==> src/rtl/rdy_sig_pkg.sv <==
package rdy_sig_pkg;

   typedef enum logic [1:0] {
      MODE_LEVEL = 2'b00,
      MODE_ERASE = 2'b01,
      MODE_PROG  = 2'b10,
      MODE_BOTH  = 2'b11
   } sts_mode_e;

   // bit index in the mode code that enables each completion source
   localparam int N_EVT     = 2;
   localparam int EVT_ERASE = 0;
   localparam int EVT_PROG  = 1;

endpackage

==> src/rtl/rdy_cfg_seq.sv <==
module rdy_cfg_seq
   import rdy_sig_pkg::*;
#(
   parameter int             CMD_W  = 8,
   parameter logic [CMD_W-1:0] OPCODE = 8'hB8
) (
   input  logic             clk,
   input  logic             rst_n,
   input  logic             cmd_wr,
   input  logic [CMD_W-1:0] cmd_data,
   output sts_mode_e        mode_q,
   output logic             load
);

   generate
      if (CMD_W < 2) begin : g_bad_width
         $error("rdy_cfg_seq: CMD_W must hold the two mode bits");
      end
   endgenerate

   logic armed_q;

   // data byte must follow the opcode in the very next cycle
   assign load = armed_q & cmd_wr;

   always_ff @(posedge clk or negedge rst_n) begin
      if (!rst_n) begin
         armed_q <= 1'b0;
      end else if (armed_q) begin
         armed_q <= 1'b0;
      end else begin
         armed_q <= cmd_wr && (cmd_data == OPCODE);
      end
   end

   always_ff @(posedge clk or negedge rst_n) begin
      if (!rst_n) begin
         mode_q <= MODE_LEVEL;
      end else if (load) begin
         mode_q <= sts_mode_e'(cmd_data[1:0]);
      end
   end

   p_load_r2: assert property (@(posedge clk) disable iff (!rst_n)
      (armed_q && cmd_wr) |=> (mode_q == sts_mode_e'($past(cmd_data[1:0]))));

   p_abandon_r3: assert property (@(posedge clk) disable iff (!rst_n)
      (armed_q && !cmd_wr) |=> (!armed_q && $stable(mode_q)));

endmodule

==> src/rtl/rdy_evt_sel.sv <==
module rdy_evt_sel #(
   parameter int N_EVT = 2
) (
   input  logic [N_EVT-1:0] enable,
   input  logic [N_EVT-1:0] done,
   output logic             fire
);

   generate
      if (N_EVT < 1) begin : g_bad_count
         $error("rdy_evt_sel: N_EVT must be at least 1");
      end
   endgenerate

   logic [N_EVT-1:0] hit;

   for (genvar i = 0; i < N_EVT; i++) begin : g_src
      assign hit[i] = enable[i] & done[i];
   end

   assign fire = |hit;

endmodule

==> src/rtl/rdy_pulse_tmr.sv <==
module rdy_pulse_tmr #(
   parameter int CYC = 13
) (
   input  logic clk,
   input  logic rst_n,
   input  logic start,
   input  logic clr,
   output logic low
);

   generate
      if (CYC < 1) begin : g_bad_cyc
         $error("rdy_pulse_tmr: CYC must be at least 1");
      end
   endgenerate

   localparam int CW = $clog2(CYC + 1);

   logic [CW-1:0] cnt_q;

   always_ff @(posedge clk or negedge rst_n) begin
      if (!rst_n) begin
         cnt_q <= '0;
      end else if (clr) begin
         cnt_q <= '0;
      end else if (start) begin
         cnt_q <= CW'(CYC);
      end else if (cnt_q != '0) begin
         cnt_q <= cnt_q - CW'(1);
      end
   end

   assign low = (cnt_q != '0);

   p_reload_r9: assert property (@(posedge clk) disable iff (!rst_n)
      (start && !clr) |=> (cnt_q == CW'(CYC)));

   p_cancel_r10: assert property (@(posedge clk) disable iff (!rst_n)
      clr |=> (cnt_q == '0));

endmodule

==> src/rtl/rdy_sig_ctrl.sv <==
module rdy_sig_ctrl
   import rdy_sig_pkg::*;
#(
   parameter int CMD_W         = 8,
   parameter int CLK_PERIOD_NS = 20,
   parameter int PULSE_NS      = 250,
   parameter int PULSE_CYC     = (PULSE_NS + CLK_PERIOD_NS - 1) / CLK_PERIOD_NS
) (
   input  logic             clk,
   input  logic             rst_n,
   input  logic             cmd_wr,
   input  logic [CMD_W-1:0] cmd_data,
   input  logic             wsm_busy,
   input  logic             erase_done,
   input  logic             prog_done,
   output logic             sts_o
);

   generate
      if (CLK_PERIOD_NS < 1 || PULSE_NS < 1) begin : g_bad_time
         $error("rdy_sig_ctrl: timing parameters must be positive");
      end
   endgenerate

   sts_mode_e        mode_q;
   logic             cfg_load;
   logic             evt_fire;
   logic             pulse_low;
   logic [N_EVT-1:0] evt_en;
   logic [N_EVT-1:0] evt_done;

   rdy_cfg_seq #(.CMD_W(CMD_W)) u_cfg (
      .clk      (clk),
      .rst_n    (rst_n),
      .cmd_wr   (cmd_wr),
      .cmd_data (cmd_data),
      .mode_q   (mode_q),
      .load     (cfg_load)
   );

   assign evt_en             = mode_q;
   assign evt_done[EVT_ERASE] = erase_done;
   assign evt_done[EVT_PROG]  = prog_done;

   rdy_evt_sel #(.N_EVT(N_EVT)) u_sel (
      .enable (evt_en),
      .done   (evt_done),
      .fire   (evt_fire)
   );

   rdy_pulse_tmr #(.CYC(PULSE_CYC)) u_tmr (
      .clk   (clk),
      .rst_n (rst_n),
      .start (evt_fire),
      .clr   (cfg_load),
      .low   (pulse_low)
   );

   assign sts_o = (mode_q == MODE_LEVEL) ? ~wsm_busy : ~pulse_low;

   p_load_clears_r10: assert property (@(posedge clk) disable iff (!rst_n)
      (cfg_load && cmd_data[1:0] != 2'b00) |=> sts_o);

   p_prog_ignores_erase_r6: assert property (@(posedge clk) disable iff (!rst_n)
      (mode_q == MODE_PROG && erase_done && !prog_done && sts_o && !cmd_wr) |=> sts_o);

   p_erase_ignores_prog_r5: assert property (@(posedge clk) disable iff (!rst_n)
      (mode_q == MODE_ERASE && prog_done && !erase_done && sts_o && !cmd_wr) |=> sts_o);

   p_event_drops_r7: assert property (@(posedge clk) disable iff (!rst_n)
      (mode_q == MODE_BOTH && (erase_done || prog_done) && !cmd_wr) |=> !sts_o);

endmodule

==> config.mk <==
export PLATFORM = sky130hd
export DESIGN_NAME = rdy_sig_ctrl
export DESIGN_NICKNAME = d
export VERILOG_FILES = /design/src/rtl/rdy_sig_pkg.sv /design/src/rtl/rdy_cfg_seq.sv /design/src/rtl/rdy_evt_sel.sv /design/src/rtl/rdy_pulse_tmr.sv /design/src/rtl/rdy_sig_ctrl.sv
export SDC_FILE = /design/constraint.sdc
export NUM_CORES = 1
export LEC_CHECK = 0
export BUFFER_PORTS_ARGS = -buffer_cell sky130_fd_sc_hd__buf_2
export CAP_MARGIN = 20
export CORE_AREA = 5 5 42 44
export CTS_CLUSTER_SIZE = 12
export DETAILED_ROUTE_END_ITERATION = 10
export DIE_AREA = 0 0 47 49
export SETUP_SLACK_MARGIN = 0.5
export SLEW_MARGIN = 20
export SYNTH_ARGS = -nofsm -noshare
export SYNTH_HDL_FRONTEND = slang
export SYNTH_SLANG_ARGS = --single-unit
==> constraint.sdc <==
create_clock -name clk -period 1.4 [get_ports clk]
set_input_delay 0.14 -clock clk [delete_from_list [all_inputs] [get_ports clk]]
set_output_delay 0.14 -clock clk [all_outputs]
set_load 0.02 [all_outputs]
# --- Word-level counts from Yosys, hierarchy flattened ---
# Cells that the tools add are included.
totals:
  reg_bits: 7
  output_inout_bits: 1
op_classes:
  bitwise_logic: 5
  addsub: 1
  eq_ne: 1
  reduce_logical: 5
  mux: 5
ops:
  columns: ["op", "count"]
  rows:
  - ["$mux W4", 3]
  - ["$eq A8 B8 Y1 const B", 1]
  - ["$reduce_bool A4 Y1", 1]
  - ["$sub A4 B1 Y4 const B", 1]
  - ["$and A1 B1 Y1", 3]
  - ["$reduce_bool A3 Y1", 1]
  - ["$logic_not A2 Y1", 1]
  - ["$mux W1", 2]
  - ["$not A1 Y1", 2]
  - ["$reduce_or A2 Y1", 1]
  - ["$logic_and A1 B1 Y1", 1]

# --- Longest topological paths before layout ---
logic_depth:
  ltp_word: 4
  depth_mapped: 5
  mapped_depth_nobuf: 5

# --- Hierarchy ---
# From an unflattened synthesis, not the netlist that was laid out.
hier_totals:
  hier_cells: 35
  area_unflattened_um2: 396.6
by_module_without_submodules:
  columns: ["module", "seq_area_each_um2", "area_per_inst_um2", "n_inst", "cells_each"]
  rows:
  - ["rdy_pulse_tmr", 100.1, 224.0, 1, 22]
  - ["rdy_cfg_seq", 75.1, 147.6, 1, 10]
  - ["rdy_sig_ctrl", 0.0, 16.3, 1, 2]
  - ["rdy_evt_sel", 0.0, 8.8, 1, 1]

# --- Worst setup path after synthesis ---
# Ideal clock, no wire load.
synth_timing:
  kind: "register to output"
  from: "register u_tmr.cnt_q[0]"
  to: "output port sts_o"
  path_stages_with_launch: 5
  t_arrival_ns: 1.387
  slack_ns: -0.127
  required_ns: 1.260
  cell_sequence: "dfrtp_1 > inv_1 > ha_1 > or3b_4 > mux2i_1"
synth_via:
  elab_chain_len: 3
synth_lines:
  columns: ["element", "line", "rtl"]
  rows:
  - ["start, declared", "rdy_pulse_tmr.sv:19", "logic [CW-1:0] cnt_q;"]
  - ["start signal, assigned", "rdy_pulse_tmr.sv:27", "cnt_q <= CW'(CYC);"]
  - ["start signal, assigned", "rdy_pulse_tmr.sv:29", "cnt_q <= cnt_q - CW'(1);"]
  - ["$reduce_bool A4 Y1", "rdy_pulse_tmr.sv:33", "assign low = (cnt_q != '0);"]
  - ["$not A1 Y1", "rdy_sig_ctrl.sv:59", "assign sts_o = (mode_q == MODE_LEVEL) ? ~wsm_busy : ~pulse_low;"]
  - ["$mux W1", "rdy_sig_ctrl.sv:59", null]
  - ["end, declared", "rdy_sig_ctrl.sv:16", "output logic sts_o"]
# No other way between the ends.

# --- Final worst setup path ---
layout_timing:
  from: "register u_tmr.cnt_q[1]"
  to: "output port sts_o"
# Same word-level chain as after synthesis.

==> impl_summary.txt <==
----------------------------------------------------
[Status]
  Outcome ... finished with violations
  Violations in the final reports ... negative setup slack

[Synth]
  Area fraction in compound gates after synthesis ... 12.75%
  Register bit total from synthesis ... 7
  Number of distinct standard cells referenced by the synthesized netlist ... 21
  Portion of synthesized cell area occupied by the leading cell type ... 46.98%
  Top area cells in the synthesized netlist ... dfrtp_1, mux2_2, mux2i_1, a2111oi_2, ha_1
  Cell accounting for the most synthesized area ... dfrtp_1
  Yosys Warn Count ... 0
  Synth cell count leaders ... dfrtp_1, nor2_1
  Mux cell area share after synthesis ... 11.41%
  Post-synth EDFFs ... 0
  Adder-Cell Fraction of Synth Area ... 3.356%
  Mean Syn Cell Area ... 11.30 µm²
  Xor-xnor portion of the synthesized cell area ... 2.349%
  Fraction of the mapped netlist area in simple logic gates ... 20.13%
  Asr flop ratio synth ... 100.0%
  Cell Area, Synth ... 372.9 µm²
  Main combinational cell family by area after synthesis ... simple AND/OR/NAND/NOR gates
  Library cell with the highest instance count after synthesis ... dfrtp_1
  Post-Synthesis Cells ... 33
  Sequential fraction of the synthesis area ... 46.98%
  Total nets after synthesis ... 48
  Dominant register cell in the synthesized netlist ... dfrtp_1

[Timing]
  Smallest hold slack ... 0.03555 ns
  Final setup vio count ... 4
  Final Critical Period ... 1.670 ns
  Total negative slack ... -0.9087 ns
  Slew at the pin with the worst max-slew slack ... 0.3387 ns
  Highest clock rate ... 598.7 MHz
  Worst clock skew ... 0.002893 ns
  Unrepaired setup endpoints after global routing ... true
  Max_slew headroom ... 77.42%
  Final worst-path cycle share ... 119.3%
  PnR worst setup slack ... -0.2703 ns
  Final Hold Vio Count ... 0
  Number of slew-limit violations in the final report ... 0

[Pwr]
  Worst IR Drop VDD ... 0.9020 mV
  Switching power total ... 455.9 µW
  Sequential power share ... 23.1%
  Share of power burned in combinational logic ... 63.8%
  Clock group share of total power ... 13.1%
  Pint ... 973.6 µW
  Static Leakage ... 0.0003371 µW
  Pwr/cell area ... 1953 nW/µm²
  Switching Fraction ... 31.89%

[Floorplanning]
  Core Footprint ... 1401 µm²
  Die Footprint ... 2303 µm²
  DIE HEIGHT ... 49 µm
  Die boundary width ... 47 µm
  Ports ... 15
  FP Rows ... 14
  Initial core utilization ... 26.61%

[Setup path]
  Slowest stage cell, crit path ... dfrtp_1
  Top Family by Delay on Critical Path ... flip-flops
  Cell Chain, Critical Path ... inv_2, ha_4, or3b_4, mux2i_4, buf_6
  Source of the critical timing path ... u_tmr.cnt_q[1]$_DFFE_PN0P_
  Type of element capturing the critical path ... output pin
  Worst endpoint data arrival time ... 1.53 ns
  Origin of the critical flop-to-flop path ... u_tmr.cnt_q[1]$_DFFE_PN0P_
  Buffers & Inverters on Critical Path ... 2
  Critical Path Start Type ... flip-flop
  Critical path data required time ... 1.26 ns
  Path type of the worst setup path ... reg2out
  Maximum cell stage delay along the critical path ... 0.39 ns
  Max Fanout on Critical Path ... 2

[Clock network]
  Clk Latency, worst-skew pair ... 0.25 ns
  Number of buffers created by CTS ... 3
  Clock Sinks ... 7
  Clock tree from TritonCTS ... done
  Library cell used as clock root buffer ... clkbuf_4
  Post-CTS clock slew at the launch and capture registers of the worst setup and hold paths ... 0.05 ns
  Maximum level of the CTS H-tree ... 1
  Worst-case clock buffer depth ... 2

[Finish]
  Post-route non-filler standard cell count ... 81
  Area used by multi-input combinational logic ... 281.5 µm²
  Area delta synth->final ... 96.31%
  Post-route cell area ... 732.0 µm²
  Seq. cell area ... 175.2 µm²
  Layout filler cell count ... 137
  Share of final-layout standard cells stronger than drive strength 1 ... 69.23%
  Layout Nets ... 81
  Number of diodes ... 0

[GRT]
  Global routing usage summed across all routing layers ... 10.79%
  First-pass GRT wire length ... 1.752 mm
  Antenna violations before repair ... 0
  Total grt overflow ... 0
  Pin count of the biggest net entering global routing ... 8
  Via count of the first global-routing pass ... 437

[Detailed routing]
  Routed WL ... 1.058 mm
  Violation count after the first detailed-routing iteration ... 0
  Pre-antenna DRT Iters ... 1
  Via Count ... 374
  Per-cell via count in the routed design ... 4.617
  Final antenna-violating net count ... 0
  DRC violations left ... 0
  Routed len/inst ... 13.06 µm

[Hold path]
  Launch instance of the worst min-delay path ... cmd_data[6]
  Worst min-delay path class ... in2reg

[Placed design]
  Placed Instance Area ... 509.2 µm²
  Placed Instances ... 65
  Post-detailed-placement half-perimeter wirelength ... 640.4 µm
  Final weighted congestion of routability-driven global placement ... 0.6768
  Input/output buffers ... 14
  Setup WS pre-CTS ... -0.06596 ns

[Job]
  Max-cap violations ... 0

----------------------------------------------------
[metal layers]
metal | wire, µm | track usage [%] | vias to the layer above
met3 | 61 | 3.321 | 0
met4 | 0 | 6.912 | 0
met2 | 584 | 17.42 | 12
met1 | 412 | 11.49 | 178
li1 | - | - | 184
met5 | 0 | 0 | -
[logic make-up after synthesis]
group | after synthesis
AOI/OAI and AO/OA | 6
xor gates and xnor gates | 1
adders and majority gates | 1
buffers and inverters | 3
DFF | 7
muxes | 4
and+or+nand+nor | 11
[path summary, 6_finish.rpt]
kind / endpoint / slack [ns] / depth (start not counted)
max: sts_o / -0.27 / 5
min: u_cfg.armed_q$_DFF_PN0_ / 0.04 / 2
max reg2reg: u_tmr.cnt_q[1]$_DFFE_PN0P_ / -0.25 / 6
min reg2reg: u_cfg.armed_q$_DFF_PN0_ / 0.56 / 2
max in group asynchronous: u_tmr.cnt_q[3]$_DFFE_PN0P_ / 0.99 / 2
min in group asynchronous: u_tmr.cnt_q[1]$_DFFE_PN0P_ / 0.25 / 2
[power groups by stage]
stage / combinational, µW / clock [µW] / sequential [µW]
2_1_floorplan: 312 / 0 / 310
4_1_cts: 726 / 196 / 324
3_5_place_dp: 440 / 0 / 314
6_report: 912 / 187 / 331
3_3_place_gp: 437 / 0 / 308
5_1_grt: 978 / 207 / 341
[metrics by stage]
| stage | power [µW] | utilization (%) |
|---|---|---|
| detailed placement | 754.8 | 36.34 |
| finish | 1429 | 52.23 |
| global route | 1525 | 52.23 |
| CTS | 1246 | 48.30 |
| floorplan | 621.3 | - |
| global placement | 745.2 | 36.34 |
[cell type report]
class	instances	area share [%]
Tap cell	16	2.735
Inverter	2	1.026
Clock buffer	4	3.590
Timing Repair Buffer	29	30.26
Sequential cell	7	23.93
Multi-Input combinational cell	23	38.46
[cells in the final DEF, fill, tap and decap left out, types with 2 or more instances in the layout]
cell type	instances
buf_4	6
dfrtp_1	7
clkbuf_4	3
nor2_1	3
buf_2	13
inv_2	2
buf_6	9
mux2_4	2
[repair_timing]
item                       in CTS  in global routing
setup endpoints to repair       8                  8
pin swaps                       5                  5
hold buffers                    1                  0
resized for setup              17                  7
buffers inserted                8                  3
hold endpoints to repair        7                  0
[flip-flops by register name, summed over array words and instances (netlist names)]
register and count:
u_cfg.mode_q 2, u_cfg.armed_q 1, u_tmr.cnt_q 4
No activity file was read; power rests on OpenSTA's default activity.
